==> config.mk <==
export PLATFORM = sky130hd
export DESIGN_NAME = eye_center_trainer
export DESIGN_NICKNAME = d
export VERILOG_FILES = /design/src/rtl/eye_center_trainer.sv
export SDC_FILE = /design/constraint.sdc
export NUM_CORES = 1
export LEC_CHECK = 0
export BUFFER_PORTS_ARGS = -buffer_cell sky130_fd_sc_hd__buf_4
export CAP_MARGIN = 20
export CORE_ASPECT_RATIO = 0.75
export CORE_UTILIZATION = 40
export DETAILED_ROUTE_END_ITERATION = 16
export GPL_TIMING_DRIVEN = 0
export PLACE_DENSITY = 0.57
export SLEW_MARGIN = 20
export SYNTH_ARGS = -nofsm -noshare
export SYNTH_HDL_FRONTEND = slang
export SYNTH_SLANG_ARGS = --single-unit
==> constraint.sdc <==
create_clock -name clk -period 4.45 [get_ports clk]
set_input_delay 0.2225 -clock clk [delete_from_list [all_inputs] [get_ports clk]]
set_output_delay 0.2225 -clock clk [all_outputs]
set_load 0.01 [all_outputs]
==> src/rtl/eye_center_trainer.sv <==
module eye_center_trainer #(
  parameter int DATA_LANES = 64,
  parameter int ECC_LANES  = 8,
  parameter int CODE_W     = 6,
  parameter int SETTLE_W   = 8,
  parameter int DLY_INIT   = 32,
  parameter int VREF_INIT  = 32,
  localparam int LANES     = DATA_LANES + ECC_LANES,
  localparam int LANE_W    = $clog2(LANES)
) (
  input  logic                clk,
  input  logic                rst_n,
  input  logic                start,
  input  logic                ecc_en,
  input  logic                vref_mode,
  input  logic [1:0]          pat_sel,
  input  logic [CODE_W-1:0]   code_lo,
  input  logic [CODE_W-1:0]   code_hi,
  input  logic [SETTLE_W-1:0] settle,
  input  logic                cmp_pass,
  output logic                busy,
  output logic                done,
  output logic                any_fail,
  output logic                sweep_vref,
  output logic [LANE_W-1:0]   sweep_lane,
  output logic [CODE_W-1:0]   sweep_code,
  output logic                pat_bit,
  input  logic [LANE_W-1:0]   rd_lane,
  output logic [CODE_W-1:0]   rd_delay,
  output logic                rd_fail,
  output logic [CODE_W-1:0]   vref_level,
  output logic                vref_fail
);
  localparam int LEN_W = CODE_W + 1;

  typedef enum logic [1:0] {S_IDLE, S_SETTLE, S_END, S_DONE} st_t;

  st_t                st;
  logic [LANE_W-1:0]  lane;
  logic [CODE_W-1:0]  code, lo_q, hi_q;
  logic [SETTLE_W-1:0] cnt, settle_q;
  logic               ecc_q, vref_q;
  logic [1:0]         pat_q;
  logic [CODE_W-1:0]  run_start, best_start;
  logic [LEN_W-1:0]   run_len, best_len;
  logic [30:0]        lfsr;
  logic [CODE_W-1:0]  dly_mem [LANES];
  logic [LANES-1:0]   fail_mem;
  logic [CODE_W-1:0]  vref_r;
  logic               vref_f, fail_any;

  logic               last_code, last_lane, fb, no_win;
  logic [CODE_W-1:0]  ext_start, center;
  logic [LEN_W-1:0]   ext_len, half;

  assign last_code = code >= hi_q;
  assign last_lane = vref_q || (lane == LANE_W'(ecc_q ? LANES - 1 : DATA_LANES - 1));
  assign ext_start = (run_len == '0) ? code : run_start;
  assign ext_len   = run_len + LEN_W'(1);
  assign half      = (best_len - LEN_W'(1)) >> 1;
  assign center    = best_start + half[CODE_W-1:0];
  assign no_win    = best_len == '0;

  always_comb begin
    case (pat_q)
      2'd0:    fb = ~lfsr[0];
      2'd1:    fb = lfsr[22] ^ lfsr[17];
      default: fb = lfsr[30] ^ lfsr[27];
    endcase
  end

  always_ff @(posedge clk or negedge rst_n) begin
    if (!rst_n) begin
      st         <= S_IDLE;
      lane       <= '0;
      code       <= '0;
      cnt        <= '0;
      lo_q       <= '0;
      hi_q       <= '0;
      settle_q   <= '0;
      ecc_q      <= 1'b0;
      vref_q     <= 1'b0;
      pat_q      <= '0;
      run_start  <= '0;
      run_len    <= '0;
      best_start <= '0;
      best_len   <= '0;
      lfsr       <= '1;
      fail_mem   <= '0;
      vref_r     <= CODE_W'(VREF_INIT);
      vref_f     <= 1'b0;
      fail_any   <= 1'b0;
      for (int i = 0; i < LANES; i++) dly_mem[i] <= CODE_W'(DLY_INIT);
    end else begin
      case (st)
        S_IDLE: if (start) begin
          st         <= S_SETTLE;
          lo_q       <= code_lo;
          hi_q       <= code_hi;
          settle_q   <= settle;
          ecc_q      <= ecc_en;
          vref_q     <= vref_mode;
          pat_q      <= pat_sel;
          lane       <= '0;
          code       <= code_lo;
          cnt        <= settle;
          run_len    <= '0;
          best_len   <= '0;
          best_start <= '0;
          fail_any   <= 1'b0;
          lfsr       <= '1;
        end
        S_SETTLE: begin
          lfsr <= {lfsr[29:0], fb};
          if (cnt != '0) begin
            cnt <= cnt - SETTLE_W'(1);
          end else begin
            if (cmp_pass) begin
              run_start <= ext_start;
              run_len   <= ext_len;
              if (ext_len > best_len) begin
                best_start <= ext_start;
                best_len   <= ext_len;
              end
            end else begin
              run_len <= '0;
            end
            if (last_code) begin
              st <= S_END;
            end else begin
              code <= code + CODE_W'(1);
              cnt  <= settle_q;
            end
          end
        end
        S_END: begin
          lfsr <= {lfsr[29:0], fb};
          if (no_win) fail_any <= 1'b1;
          if (vref_q) begin
            vref_f <= no_win;
            if (!no_win) vref_r <= center;
          end else begin
            fail_mem[lane] <= no_win;
            if (!no_win) dly_mem[lane] <= center;
          end
          if (last_lane) begin
            st <= S_DONE;
          end else begin
            st       <= S_SETTLE;
            lane     <= lane + LANE_W'(1);
            code     <= lo_q;
            cnt      <= settle_q;
            run_len  <= '0;
            best_len <= '0;
          end
        end
        default: st <= S_IDLE;
      endcase
    end
  end

  assign busy       = (st == S_SETTLE) || (st == S_END);
  assign done       = st == S_DONE;
  assign any_fail   = fail_any;
  assign sweep_vref = vref_q;
  assign sweep_lane = lane;
  assign sweep_code = code;
  assign pat_bit    = lfsr[0];
  assign rd_delay   = (rd_lane < LANE_W'(LANES)) ? dly_mem[rd_lane] : '0;
  assign rd_fail    = (rd_lane < LANE_W'(LANES)) ? fail_mem[rd_lane] : 1'b0;
  assign vref_level = vref_r;
  assign vref_fail  = vref_f;


  done_idle_chk: assert property (@(posedge clk) disable iff (!rst_n) done |-> !busy);

  done_pulse_chk: assert property (@(posedge clk) disable iff (!rst_n) done |=> !done);

  code_hold_chk: assert property (@(posedge clk) disable iff (!rst_n)
    (st == S_SETTLE && cnt != '0) |=> ($stable(sweep_code) && $stable(sweep_lane)));

  code_range_chk: assert property (@(posedge clk) disable iff (!rst_n)
    busy |-> (sweep_code >= lo_q && (sweep_code <= hi_q || sweep_code == lo_q)));

  lane_bound_chk: assert property (@(posedge clk) disable iff (!rst_n)
    busy |-> (sweep_lane < LANE_W'(ecc_q ? LANES : DATA_LANES)));

  fail_keep_chk: assert property (@(posedge clk) disable iff (!rst_n)
    (st == S_END && no_win && !vref_q) |=>
      (dly_mem[$past(lane)] == $past(dly_mem[lane]) && fail_mem[$past(lane)]));

  toggle_pat_chk: assert property (@(posedge clk) disable iff (!rst_n)
    (busy && $past(busy) && pat_q == 2'd0) |-> (pat_bit != $past(pat_bit)));
endmodule

=== Yosys cells after proc, flatten, opt, wreduce, memory -nomap -nowiden ===
Cells that the tools add are included.

* Register bits after elaboration: 616
* Input bits: 35

* Bitwise logic cells: 8
* Order comparisons: 9
* Multiplexer cells: 52
* Reductions and logical operators: 29
* Equal/unequal tests: 14
* Add/sub/neg operators: 6

{| class="wikitable"
|+ Operators by type and width
! cell !! count
|-
| 432-bit bitwise mux || 1
|-
| 6-bit two-way mux || 13
|-
| 72-bit bitwise mux || 1
|-
| 7-bit two-way mux || 9
|-
| 31-bit case mux with 2 select lines || 1
|-
| 6-bit binary-select mux with 7-bit select || 1
|-
| 6-bit demux with 7-bit select || 1
|-
| 7-bit case mux with 3 select lines || 2
|-
| 8-bit two-way mux || 4
|-
| 31-bit two-way mux || 1
|-
| 8-bit case mux with 3 select lines || 1
|-
| 6-bit case mux with 3 select lines || 1
|-
| 3-bit AND reduction || 6
|-
| 8-bit greater-or-equal comparator, second input constant || 2
|-
| 7-bit by 8-bit less-than comparator with 1-bit output, second input constant || 2
|-
| 2-bit inequality test, second input constant || 8
|-
| 7-bit inverter with 8-bit output || 2
|-
| 7-bit by 1-bit adder with 7-bit output, second input constant || 2
|-
| 7-bit logical NOT || 2
|-
| 7-bit case mux with 2 select lines || 1
|-
| 6-bit case mux with 2 select lines || 1
|-
| 5-bit AND reduction || 2
|-
| 8-bit by 1-bit less-than comparator with 1-bit output, second input constant || 1
|-
| 2-bit two-way mux || 4
|-
| 29 further kinds || 49
|}

=== Logic depth before layout (Yosys ltp) ===
* Depth after elaboration: 6
* Gate-level depth with buffers: 12

=== Least setup slack after synthesis ===
No wires, ideal clock.

* Path kind: register to register
* Start: register best_len[0]
* End: register dly_mem[119] (netlist name)
* Data required time: 4390 ps
* Buffers on the path: 1
* Clock period less this slack: 2609 ps
* Setup slack: 1841 ps
* Cell stages (with the launch flop): 12
* Library setup time: 60 ps
* Data arrival time: 2549 ps
* Cells stage by stage: dfrtp_1 > inv_1 > ha_1 > xor2_1 > ha_1 > a21o_1 > a21oi_1 > o21bai_1 > a21oi_1 > xnor2_1 > clkbuf_1 > mux2_2

* Longest elaborated chain between the ends: 3

{| class="wikitable"
|+ RTL lines
! item !! RTL line !! text
|-
| start, declared || 45 || <nowiki>logic [LEN_W-1:0] run_len, best_len;</nowiki>
|-
| start signal, assigned || 123 || <nowiki>best_len <= ext_len;</nowiki>
|-
| 7-bit by 1-bit subtractor with 7-bit output / 7-bit logical NOT (equally long branches) || 60, 62 ||
|-
| 6-bit adder / 1-bit inverter (equally long branches) || n/a ||
|-
| 432-bit bitwise mux / 3-bit AND reduction (equally long branches) || n/a ||
|-
| end signal, assigned by index || 144 || <nowiki>if (!no_win) dly_mem[lane] <= center;</nowiki>
|-
| end, declared || 47 || <nowiki>logic [CODE_W-1:0] dly_mem [LANES];</nowiki>
|}

Several ways; a longest one is shown, not always the timed one.
A chain may end at the register's enable or synchronous reset.

=== Worst setup path after layout ===
* Start: input port rd_lane[1]
* End: output port rd_delay[4]

* Longest elaborated chain between the ends: 5

{| class="wikitable"
|+ RTL lines
! item !! RTL line !! text
|-
| start, declared || 28 || <nowiki>input logic [LANE_W-1:0] rd_lane,</nowiki>
|-
| 7-bit inverter with 8-bit output (not written as such) || 169 || <nowiki>assign rd_delay = (rd_lane < LANE_W'(LANES)) ? dly_mem[rd_lane] : '0;</nowiki>
|-
| 6-bit binary-select mux with 7-bit select || 169 ||
|-
| 6-bit two-way mux (not written as such) (2 in a row) || 169 ||
|-
| 6-bit two-way mux * || 169 ||
|-
| end, declared || 29 || <nowiki>output logic [CODE_W-1:0] rd_delay,</nowiki>
|}

Mark *: on every way between the ends. The rest lies on a longest branch, timed or not. The select of a mux whose other input is x is not followed.

==> results.yml <==
synthesis:
  ys_ff_latch: 616
  synthAdderAreaFrac_pct: 1.314
  synth_edf_count: 0
  synth_warnings: 0
  synth_top_family_by_area: "multiplexers"
  synth-xor-area-share_pct: 0.9920
  ys_seq_area_share_pct: 53.35
  syn-instance-count: 2386
  synth.avg_cell_area_um2: 12.21
  synthesis.nets: 2451
  synth_flop_cell: "dfrtp_1"
  async_flop_share_pct: 100.0
  yosys.area_share.simple_pct: 7.936
  netlist_area_mm2: 0.02914
  synth_mux_area_share_pct: 24.69
  yosysUniqueCellTypes: 55
  synth-compound-area-share_pct: 8.791
detailed_routing:
  routed_wl_mm: 88.88
  drt_pass1_iterations: 5
  ant_nets: 0
  drt-vias-per-instance: 5.778
  wire_per_inst_um: 24.90
  drt_iter0_markers: 1735
  vias: 20622
  drc_errors: 0
timing:
  setup_viol: 0
  maxSlewHeadroom_pct: 21.17
  fmax_ghz: 0.2343
  tightestPinTransition_ps: 1182
  slew_viol_final: 0
  rsz0062_at_grt: "no"
  period_share_pct: 95.90
  finClkSkew_ps: 17.83
  min_period_ps: 4268
  final_hold_viol_count: 0
critical_path:
  startpoint_type: "input port"
  crit_required_ps: 4230
  setup.worst_path.start: "rd_lane[1]"
  crit_arrival_ps: 4050
  cp_num_buf_inv: 5
  slowest_stage: "clkbuf_1"
  crit_family: "buffers and inverters"
  critPathMaxFanout: 10
  cpMostUsedCell: "clkbuf_1"
  crit_path_end_kind: "output pin"
  timing.rr.start: "best_len[0]"
  critPathMaxStageDelay_ps: 900
  worst-setup-path-type: "input port to output pin"
  path_cells: "clkbuf_1 > buf_1 > clkbuf_1 > clkbuf_1 > mux4_2 > o21ai_0 > nand4_1 > buf_4"
min_path:
  hp-class: "input port to async pin"
power_and_ir_drop:
  combPwrFrac_pct: 20.5
  ir_worst_vdd_uv: 275.8
  switching_share_pct: 30.53
  seqPwrFrac_pct: 42.3
  leakagePower_nw: 15.16
  p_sw_w: 0.004646
  p_per_area_mw_per_mm2: 452.8
  power.share.clock_pct: 37.2
  p_int_w: 0.01057
cts:
  clock_sinks: 616
  path_clk_slew_ps: 60
  h-tree-depth: 3
  clock_latency_ps: 610
  clockBufferDepth: 3
  post-cts-setup-buffers: 0
  root_buffer: "clkbuf_16"
  numCtsBuffers: 66
  cts_tree: "done"
  post_cts_resized: 0
final_layout:
  final_cells: 3569
  drive_above_1_share_pct: 31.01
  antenna_cells: 0
  fillerInstances: 6490
  area_growth_pct: 15.36
  final_nets: 2625
  design_area_mm2: 0.03361
floorplan:
  io_pins: 67
  rows: 85
  core_mm2: 0.07189
  dieArea_mm2: 0.07393
  dieHeight_um: 235.7
  initial_core_util_pct: 40.53
  die_w_um: 313.6
global_route:
  grt_overflow: 0
  grt_pass1_wl_mm: 134.0
  antenna_found_initial: 4
  first_global_vias: 20903
  grt_util_all_layers_pct: 24.37
  grt_max_degree: 100
run_status:
  status: "completed"
placement:
  portBuffers: 64
  place_area_mm2: 0.03113
  placedCellCount: 3421
  gp_congestion: 0.9140
  dp_hpwl_mm: 62.92
flow_run:
  max_cap_violations: 0
## worst register-to-register path, delay by kind of cell (launching register included)
kind                     cells  cell delay [ps]
adder cells (fa/ha/maj)      3              930
AO/OA/AOI/OAI                3              660
flip-flops                   1              390
XOR/XNOR                     1              520
buffers and inverters        4             1250
## area by class of cell
cell class / count / area (µm²) / area share, %
clock buffer: 95 / 1924 / 5.725
sequential: 616 / 15540 / 46.25
multi-input combinational: 1552 / 12790 / 38.04
clock inverter: 25 / 267.8 / 0.7966
buffer: 158 / 631.9 / 1.880
inverter: 60 / 225.2 / 0.6701
tap: 957 / 1197 / 3.563
timing repair buffer: 106 / 1033 / 3.075
## power by group through the flow
stage | combinational (W) | clock (W) | sequential, W
final | 0.00312 | 0.00566 | 0.00644
after floorplan | 0.00189 | 0 | 0.00645
after global placement | 0.00292 | 0 | 0.00651
after global routing | 0.00344 | 0.00597 | 0.00649
after detailed placement | 0.00307 | 0 | 0.00653
after CTS | 0.00311 | 0.00574 | 0.00643
## cells in the mapped netlist, types with 3 or more instances
master	count	area [µm²]
a211oi_1	4	30.03
a21o_1	3	22.52
a21oi_1	44	220.2
a221o_1	7	70.07
a221oi_1	13	113.9
a22oi_1	4	30.03
a31oi_1	17	106.4
and2_1	8	50.05
and3_1	13	81.33
buf_1	15	56.30
buf_2	17	85.08
clkbuf_1	124	465.5
dfrtp_1	512	12810
dfstp_2	104	2733
ha_1	29	362.9
inv_1	59	221.5
mux2_2	356	4009
mux2i_1	46	460.4
mux4_2	121	2725
nand2_1	261	979.7
nand2b_1	14	87.58
nand3_1	70	350.3
nand4_1	7	43.79
nor2_1	92	345.3
nor2b_1	8	50.05
nor3_1	15	75.07
nor3_2	6	60.06
nor3b_1	5	37.54
nor4_1	3	18.77
o2111ai_1	5	43.79
o211ai_1	11	82.58
o21ai_0	282	1411
o221ai_1	3	26.28
o22ai_1	16	100.1
o31ai_1	29	217.7
or2_2	4	25.02
or3_1	6	37.54
xnor2_1	19	166.4
xor2_1	14	122.6
## cell families (layout without fill, tap and decap cells)
group | after synthesis | count (layout)
XOR/XNOR | 33 | 33
AND/OR/NAND/NOR | 520 | 520
flip-flops | 616 | 616
buffers and inverters | 218 | 444
adder cells (fa/ha/maj) | 30 | 30
AO/OA/AOI/OAI | 446 | 446
multiplexers | 523 | 523
## cells in the final DEF, fill, tap and decap left out, types with 13 or more instances in the layout
cell type	count
dfrtp_1	512
mux2_2	356
o21ai_0	282
nand2_1	261
clkbuf_1	138
mux4_2	121
dfstp_2	104
nor2_1	92
nand3_1	70
clkbuf_16	69
buf_4	67
inv_1	59
mux2i_1	46
a21oi_1	44
o31ai_1	29
ha_1	29
dlygate4sd3_1	27
buf_2	19
xnor2_1	17
a31oi_1	17
o22ai_1	16
clkinv_2	15
xor2_1	14
nand2b_1	14
and3_1	13
a221oi_1	13
## flip-flops by register name, summed over array words and instances (netlist names)
register	flops
best_start	6
st	2
best_len	7
fail_mem	72
vref_level	6
sweep_code	6
vref_fail	1
any_fail	1
dly_mem	432
sweep_lane	7
ecc_q	1
settle_q	8
run_start	6
sweep_vref	1
cnt	8
run_len	7
lo_q	6
pat_q	2
hi_q	6
lfsr	31
## routing by layer
metal,track usage (%),wire [µm],up-vias
met5,0,0,-
met4,7.169,2484,0
met3,6.897,7960,149
met2,35.72,39300,776
met1,35.01,39140,10703
li1,-,-,8994
## stage by stage
stage | hold WS, ps | total power (W) | util (%) | worst slack, ps | TNS [ps]
4_1_cts | 248.4 | 0.01528 | 46.72 | 148.8 | 0
3_5_place_dp | 295.5 | 0.009602 | 43.29 | 152.5 | 0
6_report | 239.8 | 0.01522 | 46.75 | 182.3 | 0
2_1_floorplan | -73.09 | 0.008347 | - | 1841 | 0
3_3_place_gp | 455.6 | 0.009432 | 42.86 | -3443 | -1854070
5_1_grt | 291.2 | 0.01590 | 46.75 | 34.45 | 0
## path summary, 6_finish.rpt
check / depth (start not counted) / slack, ps / endpoint
setup / recovery: 8 / 180 / rd_delay[4]
max in group asynchronous: 7 / 2090 / dly_mem[167]
setup reg to reg: 11 / 560 / dly_mem[82]
hold reg to reg: 2 / 480 / fail_mem[25]
min in group clk: 3 / 390 / sweep_vref
hold / removal: 3 / 240 / dly_mem[429]
## what timing repair did
item                                    CTS  global route
endpoints found under the hold margin    97             0
hold buffers                             27             0
endpoints found under the setup margin    0             0
(Power assumes the default switching activity.)
